### config.mk
export PLATFORM = sky130hd
export DESIGN_NAME = mdio_cmd_engine
export DESIGN_NICKNAME = d
export VERILOG_FILES = /design/src/rtl/mdio_mgmt_pkg.sv /design/src/rtl/mdio_cmd_decode.sv /design/src/rtl/mdio_phy_status.sv /design/src/rtl/mdio_phy_model.sv /design/src/rtl/mdio_cmd_engine.sv
export SDC_FILE = /design/constraint.sdc
export NUM_CORES = 1
export LEC_CHECK = 0
export CAP_MARGIN = 0
export CORE_ASPECT_RATIO = 2
export CORE_MARGIN = 4
export CORE_UTILIZATION = 40
export DETAILED_ROUTE_END_ITERATION = 10
export GPL_ROUTABILITY_DRIVEN = 1
export PLACE_DENSITY_LB_ADDON = 0.12
export RECOVER_POWER = 50
export SYNTH_ARGS = -nofsm -noshare
export SYNTH_HDL_FRONTEND = slang
export SYNTH_SLANG_ARGS = --single-unit
### constraint.sdc
create_clock -name clk -period 2.87 [get_ports clk]
set_input_delay 0.287 -clock clk [delete_from_list [all_inputs] [get_ports clk]]
set_output_delay 0.287 -clock clk [all_outputs]
set_load 0.01 [all_outputs]
### src/rtl/mdio_mgmt_pkg.sv
package mdio_mgmt_pkg;
  localparam int BUS_DW   = 32;
  localparam int BUS_AW   = 2;
  localparam int PHY_DW   = 16;
  localparam int REG_AW   = 5;
  localparam int NUM_REGS = 1 << REG_AW;
  localparam int CFG_W    = 7;

  localparam logic [BUS_AW-1:0] SEL_CFG  = 2'd0;
  localparam logic [BUS_AW-1:0] SEL_CMD  = 2'd1;
  localparam logic [BUS_AW-1:0] SEL_WDAT = 2'd2;
  localparam logic [BUS_AW-1:0] SEL_RDAT = 2'd3;

  localparam logic [1:0] OPC_WRITE = 2'd1;
  localparam logic [1:0] OPC_READ  = 2'd2;

  localparam logic [PHY_DW-1:0] CTRL_SELFCLR = 16'h8200;

  typedef struct packed {
    logic [REG_AW-1:0] phy;
    logic [REG_AW-1:0] regn;
    logic [1:0]        op;
    logic              go;
  } mdio_cmd_t;
endpackage

### src/rtl/mdio_cmd_decode.sv
module mdio_cmd_decode
  import mdio_mgmt_pkg::*;
(
  input  logic [BUS_DW-1:0] cmd_word,
  input  logic              cmd_strobe,
  output mdio_cmd_t         cmd,
  output logic              do_write,
  output logic              do_read,
  output logic              bad_op
);
  always_comb begin
    cmd.phy  = cmd_word[28:24];
    cmd.regn = cmd_word[20:16];
    cmd.op   = cmd_word[15:14];
    cmd.go   = cmd_word[11];
    do_write = cmd_strobe && cmd.go && (cmd.op == OPC_WRITE);
    do_read  = cmd_strobe && cmd.go && (cmd.op == OPC_READ);
    bad_op   = cmd_strobe && cmd.go && !(cmd.op == OPC_WRITE) && !(cmd.op == OPC_READ);
  end
endmodule

### src/rtl/mdio_phy_status.sv
module mdio_phy_status
  import mdio_mgmt_pkg::*;
(
  input  logic              link_up,
  input  logic [PHY_DW-1:0] adv,
  output logic [PHY_DW-1:0] bsr,
  output logic [PHY_DW-1:0] partner,
  output logic [PHY_DW-1:0] ext_speed,
  output logic [PHY_DW-1:0] diag
);
  logic fast, full;

  always_comb begin
    fast      = adv[7] | adv[8];
    full      = adv[8] | adv[6];
    bsr       = link_up ? 16'h782E : '0;
    partner   = 16'h4001 | (adv & 16'h01E0);
    ext_speed = 16'h8000;
    diag      = '0;
    if (link_up) begin
      diag[10] = fast;
      diag[11] = full;
    end
  end
endmodule

### src/rtl/mdio_phy_model.sv
module mdio_phy_model
  import mdio_mgmt_pkg::*;
#(
  parameter logic [REG_AW-1:0] PHY_ADDR = 5'd7
) (
  input  logic              clk,
  input  logic              rst_n,
  input  logic              link_up,
  input  logic              wr_en,
  input  logic [REG_AW-1:0] phy_sel,
  input  logic [REG_AW-1:0] reg_sel,
  input  logic [PHY_DW-1:0] wdata,
  output logic [PHY_DW-1:0] rdata
);
  logic [PHY_DW-1:0] store [NUM_REGS];
  logic [PHY_DW-1:0] bsr, partner, ext_speed, diag;
  logic              hit;

  assign hit = (phy_sel == PHY_ADDR);

  function automatic logic [PHY_DW-1:0] rst_val(input int idx);
    case (idx)
      0:       rst_val = 16'h3100;
      2:       rst_val = 16'h0300;
      3:       rst_val = 16'hE400;
      4:       rst_val = 16'h01E1;
      default: rst_val = '0;
    endcase
  endfunction

  for (genvar i = 0; i < NUM_REGS; i++) begin : g_reg
    logic [PHY_DW-1:0] nxt;
    always_comb begin
      nxt = (hit && reg_sel == REG_AW'(i)) ? wdata : store[i];
      if (i == 0) nxt = nxt & ~CTRL_SELFCLR;
    end
    always_ff @(posedge clk) begin
      if (!rst_n)     store[i] <= rst_val(i);
      else if (wr_en && hit) store[i] <= nxt;
    end
  end

  mdio_phy_status status_i (
    .link_up   (link_up),
    .adv       (store[4]),
    .bsr       (bsr),
    .partner   (partner),
    .ext_speed (ext_speed),
    .diag      (diag)
  );

  always_comb begin
    if (!hit) rdata = 16'hFFFF;
    else begin
      case (reg_sel)
        5'd1:    rdata = bsr;
        5'd5:    rdata = partner;
        5'd17:   rdata = ext_speed;
        5'd18:   rdata = diag;
        default: rdata = store[reg_sel];
      endcase
    end
  end
endmodule

### src/rtl/mdio_cmd_engine.sv
module mdio_cmd_engine
  import mdio_mgmt_pkg::*;
#(
  parameter logic [REG_AW-1:0] PHY_ADDR = 5'd7
) (
  input  logic              clk,
  input  logic              rst_n,
  input  logic              bus_wr_en,
  input  logic              bus_rd_en,
  input  logic [BUS_AW-1:0] bus_addr,
  input  logic [BUS_DW-1:0] bus_wdata,
  output logic              bus_rd_valid,
  output logic [BUS_DW-1:0] bus_rdata,
  input  logic              phy_link_up,
  output logic              cfg_error,
  output logic              cmd_bad_op
);
  logic [CFG_W-1:0]  cfg_q;
  logic [BUS_DW-1:0] cmd_q, wdat_q, rdat_q;
  logic [PHY_DW-1:0] phy_rdata;
  mdio_cmd_t         cmd;
  logic              do_write, do_read, bad_op, cmd_strobe;

  assign cmd_strobe = bus_wr_en && (bus_addr == SEL_CMD);

  mdio_cmd_decode decode_i (
    .cmd_word   (bus_wdata),
    .cmd_strobe (cmd_strobe),
    .cmd        (cmd),
    .do_write   (do_write),
    .do_read    (do_read),
    .bad_op     (bad_op)
  );

  mdio_phy_model #(.PHY_ADDR(PHY_ADDR)) phy_i (
    .clk     (clk),
    .rst_n   (rst_n),
    .link_up (phy_link_up),
    .wr_en   (do_write),
    .phy_sel (cmd.phy),
    .reg_sel (cmd.regn),
    .wdata   (wdat_q[PHY_DW-1:0]),
    .rdata   (phy_rdata)
  );

  always_ff @(posedge clk) begin
    if (!rst_n) begin
      cfg_q      <= '0;
      cmd_q      <= '0;
      wdat_q     <= '0;
      rdat_q     <= '0;
      cmd_bad_op <= 1'b0;
    end else begin
      cmd_bad_op <= bad_op;
      if (bus_wr_en) begin
        case (bus_addr)
          SEL_CFG:  cfg_q  <= bus_wdata[CFG_W-1:0];
          SEL_CMD:  cmd_q  <= bus_wdata;
          SEL_WDAT: wdat_q <= bus_wdata;
          default:  rdat_q <= bus_wdata;
        endcase
      end
      if (do_read) rdat_q <= {{(BUS_DW-PHY_DW){1'b0}}, phy_rdata};
    end
  end

  always_ff @(posedge clk) begin
    if (!rst_n) begin
      bus_rd_valid <= 1'b0;
      bus_rdata    <= '0;
    end else begin
      bus_rd_valid <= bus_rd_en;
      if (bus_rd_en) begin
        case (bus_addr)
          SEL_CFG:  bus_rdata <= {{(BUS_DW-CFG_W){1'b0}}, cfg_q};
          SEL_CMD:  bus_rdata <= cmd_q | 32'h0000_0080;
          SEL_WDAT: bus_rdata <= wdat_q;
          default:  bus_rdata <= rdat_q;
        endcase
      end
    end
  end

  assign cfg_error = cfg_q[6] && (cfg_q[5:0] == '0);
endmodule

== Word-level counts from Yosys, hierarchy flattened ==
Memory sizes are Yosys's and may differ from the RTL's.
Index checks and enable logic that the tools add are counted.
Widths: inputs -> output; s select.
Cells by class
  equality and inequality tests: 67
  mux-type cells: 76
  bitwise gates (word level): 36
  reduce and logical (&&, ||, !) cells: 83
Operators with widths (count)
  $mux 16: 67
  $pmux 32 s3: 1
  $eq 5x5->1 const B: 16
  $reduce_and 2->1: 35
  $pmux 16 s4: 1
  $eq 5x4->1 const B: 8
  $logic_and 1x1->1: 40
  $or 1x1->1: 34
  $mux 15: 2
  $ne 1x1->1 const B: 30
  $eq 5x3->1 const B: 5
  $eq 5x2->1 const B: 2
  $logic_not 6->1: 1
  $eq 5x1->1 const B: 1
  $logic_not 5->1: 1
  $eq 2x1->1 const B: 2
  $eq 2x2->1 const B: 2
  $mux 1: 4
  $reduce_or 3->1: 1
  $logic_not 1->1: 2
  $logic_not 2->1: 1
  $mux 2: 1
  $ne 2x1->1 const B: 1
  $not 1->1: 2
  other kinds (2): 2
Word-level totals
  register bits: 137
  bits in writable memories: 512
  bits of input ports: 39
  output and inout bits: 35
  word-level logic and storage cells: 271
  memories: 1
Memories
  phy_i.store: depth 32, width 16, read ports 3, clocked after Yosys merged registers in 0, wr ports 32, RTL line mdio_phy_model.sv:15  | logic [PHY_DW-1:0] store [NUM_REGS];

== Logic depth before layout (Yosys ltp) ==
  depth after elaboration: 10
  gate-level depth with buffers: 10

== Modules after synthesis ==
From an unflattened synthesis, not the netlist that was laid out.
Second synthesis, totals
  cell total of the unflattened synthesis: 2403
  area total of the unflattened synthesis: 30641.9 um^2
By module, submodules not included
  mdio_phy_model: times used 1, cells an instance 1643, area each 24282.0 um^2, sequential area each 15314.7 um^2
  mdio_cmd_engine: times used 1, cells an instance 676, area each 5743.0 um^2, sequential area each 2722.6 um^2
  mdio_phy_status: times used 1, cells an instance 66, area each 488.0 um^2, sequential area each 0.0 um^2
  mdio_cmd_decode: times used 1, cells an instance 18, area each 128.9 um^2, sequential area each 0.0 um^2

== Least setup slack after synthesis ==
Ideal clock, no wire load.
  path kind: input to register
  start: input port bus_wr_en
  end: memory phy_i.store[1][0] (enable)
  arrival: 2721 ps
  slack: -265 ps
  stages: 8
  path through: buf_2 and3b_1 buf_4 nand3_2 or3_1 buf_4 buf_6 o31ai_1
RTL lines
  start, declared: RTL line mdio_cmd_engine.sv:8  | input logic bus_wr_en,
  end, declared: RTL line mdio_phy_model.sv:15

==> key figures <==
Synthesis
  – Post-synth EDFFs: 510
  – Register bit count reported by yosys: 646
  – Async SR Flop Fraction: 0%
  – Synth cell types: 60
  – Post-Syn Area per Cell: 13.1 µm²
  – Register area share after synthesis: 61.4%
  – Post-Synthesis Cells: 2233
  – Synth Flop Type: edfxtp_1
  – Synth Net Count: 2272
  – Ys Warns: 0
  – Synthesized area: 0.0294 mm²

Critical path
  – Setup CP Type: in2reg
  – Worst EP arrival: 3.14 ns
  – RR Endpoint: rdat_q[5]$_SDFFE_PN0P_
  – CP Max Fanout: 41
  – Worst r2r src: phy_i.store[4][5]$_SDFFCE_PN1P_
  – Reg2reg setup slack: 0.78 ns
  – Startpoint types: input pin
  – CP required: 3.31 ns
  – CP endpoint kind: flop
  – R2R depth: 5

Clock tree
  – Clk slew on worst S/H paths: 0.07 ns
  – Clock insertion delay at the later pin of the skew report: 0.61 ns
  – CTS Sinks: 646
  – H-tree depth: 2
  – CTS tree: yes
  – # Post-CTS Setup Buffers: 0
  – CTS root buf: clkbuf_16
  – Number of CTS-inserted buffers: 55
  – Clock tree buffer depth: 3

Pwr
  – Pleak: 12.1 nW
  – VDD IR max: 0.000420 V
  – Power density over cell area: 578 mW/mm²

Hold path
  – Worst hold stages: 4
  – Worst Min Path Start: bus_addr[1]
  – Worst Hold Path EP: cmd_bad_op$_SDFF_PN0_
  – Hold Path Class: in2reg

STA
  – Fin crit period: 2.71 ns
  – Max Slew Vio Count: 0
  – Unrepaired setup endpoints after global routing: no
  – Slew @ Worst Pin: 1.16 ns
  – Maximum clock skew at final layout: 0.0262 ns
  – Fin crit share: 94.3%
  – Hold Fails Final Rpt: 0
  – Highest Clock Rate: 370 MHz
  – Final setup fails: 0
  – Relative slew margins: 22.9%

Cells and area
  – Ratio of cells with drive above 1 in the final layout: 17.5%
  – Area Growth Syn to Fin: 14.6%
  – Final Non-Filler Cells: 3327
  – Final net count: 2402
  – Number of fill cells in the layout: 6540
  – Final Util: 46.2%

Drt
  – DR vias/cell: 5.61
  – Post-route DRC: 0
  – Drt wl/cell: 28.5 µm
  – Remaining antenna violation count: 0
  – Iter 0 DRT Violations: 1540
  – Drt first pass iters: 5
  – Via count: 18.7k
  – WL final: 94800 µm

Floorplanning
  – # IOs: 74
  – Die area: 0.0781 mm²
  – Core area: 0.0729 mm²
  – Die height: 391 µm
  – Die Width: 200 µm
  – Starting density of the core: 40.3%
  – FP Rows: 140

GRT
  – Initial antenna violation count: 2
  – GRT Overall Usage: 24.2%
  – Largest net degree at the start of global routing: 103
  – Total gr overflow: 0
  – Number of global-route vias before repair: 19.1k
  – First-pass GRT wire length: 136000 µm

Place
  – Gpl congestion: 0.904
  – Hpwl dp: 67500 µm
  – Port bufs: 73
  – Placed cell count: 3228

Job
  – Max Cap Viol: 0

Status
  – Status: completed
## kinds of logic (layout without fill, tap and decap cells)
family	count (synthesis)	count (layout)	share of synthesized area, %
muxes	207	207	11.9
buffers and inverters	217	386	3.39
xor gates and xnor gates	1	1	0.0298
DFF	646	646	61.4
and+or+nand+nor	883	883	16.9
other	0	2	0
AOI/OAI and AO/OA	279	279	6.31
## final cells by class
cell class              instances  area (µm²)  area share, %
multi-input cells            1370       10100           30.0
clock inverters                31         259          0.770
flip-flops and latches        646       18000           53.6
diodes                          2        5.00         0.0149
well taps                     923        1150           3.43
clock buffers                  65        1410           4.20
repair buffers                276        2620           7.79
inverters                      14        53.8          0.160
## placed cells by master, fill, tap and decap left out, types with 28 or more instances in the layout
| cell type | instances |
|---|---|
| mux4_2 | 112 |
| a211oi_1 | 47 |
| nand2_1 | 208 |
| a22oi_1 | 49 |
| mux2i_1 | 68 |
| edfxtp_1 | 510 |
| clkbuf_16 | 55 |
| clkdlybuf4s50_1 | 30 |
| nor3_1 | 31 |
| buf_4 | 124 |
| a21oi_1 | 104 |
| dfxtp_1 | 136 |
| nor2_1 | 115 |
| dlygate4sd3_1 | 36 |
| and2_1 | 282 |
| and2_0 | 131 |
| nand2b_1 | 41 |
| buf_12 | 39 |
| clkbuf_1 | 28 |
## routing by layer
layer | vias to the layer above | GRT usage, % | part of all wire (%) | routed length (µm)
li1 | 8355 | - | - | -
met1 | 9517 | 26.4 | 34 | 32500
met2 | 593 | 45.7 | 55 | 52400
met3 | 199 | 2.42 | 4.1 | 3880
met4 | 0 | 12.3 | 6.3 | 5980
met5 | - | 0 | 0 | 0
## sequential cells by signal, summed over array words and instances (netlist names)
| register | cells |
|---|---|
| bus_rdata | 32 |
| cfg_q | 7 |
| cmd_bad_op | 1 |
| bus_rd_valid | 1 |
| cmd_q | 31 |
| wdat_q | 32 |
| rdat_q | 32 |
| phy_i.store | 510 |
## Yosys cell counts (36+ instances only)
library cell | count | share of area (%)
edfxtp_1 | 510 | 52
and2_1 | 413 | 8.8
nand2_1 | 208 | 2.7
dfxtp_1 | 136 | 9.3
clkbuf_1 | 121 | 1.5
nor2_1 | 116 | 1.5
mux4_2 | 112 | 8.6
a21oi_1 | 104 | 1.8
mux2i_1 | 68 | 2.3
a22oi_1 | 49 | 1.3
a211oi_1 | 47 | 1.2
nand2b_1 | 41 | 0.87
buf_2 | 36 | 0.61
## critical path, stage by stage
cell	delay (ns)
clkdlybuf4s50_1	0.47
nor2_1	0.19
nand4_1	0.14
buf_4	0.19
nor3_1	0.21
clkbuf_2	0.80
nand2_1	0.60
nor2_1	0.25
## through the flow
step	cell area (µm²)	total power, W	setup TNS, ns	hold slack (ns)	worst slack, ns
after floorplan	29400	0.0115	-16.95	0.423	-0.265
after global placement	32400	0.0124	0	0.439	0.0836
after detailed placement	32400	0.0124	0	0.447	0.0391
after CTS	34100	0.0197	0	0.154	0.166
after global routing	33600	0.0201	0	0.235	0.0668
final	33600	0.0194	0	0.220	0.165
## repair_timing
item	CTS	global route
hold buffers	1	0
endpoints found under the hold margin	1	0
gates resized for setup	0	0
setup endpoints to repair	0	0
## where the power goes
part           switching, W  total (W)  leakage (nW)  internal, W
logic               0.00100    0.00167          4.98     0.000667
clock network       0.00339    0.00726         0.802      0.00386
registers          0.000155     0.0105          6.36       0.0104
## worst max-delay path by stage
stage,start,to
final,bus_wdata[28],phy_i.store[18][15]$_SDFFCE_PN0P_
after global routing,bus_wdata[28],phy_i.store[18][15]$_SDFFCE_PN0P_
after CTS,cfg_q[3]$_SDFFE_PN0P_,cfg_error
after detailed placement,bus_wdata[28],phy_i.store[15][13]$_SDFFCE_PN0P_
after global placement,bus_wdata[28],phy_i.store[15][1]$_SDFFCE_PN0P_
after floorplan,bus_wr_en,phy_i.store[1][0]$_SDFFCE_PN0P_
Note: power is estimated with default switching activity, not from simulation.
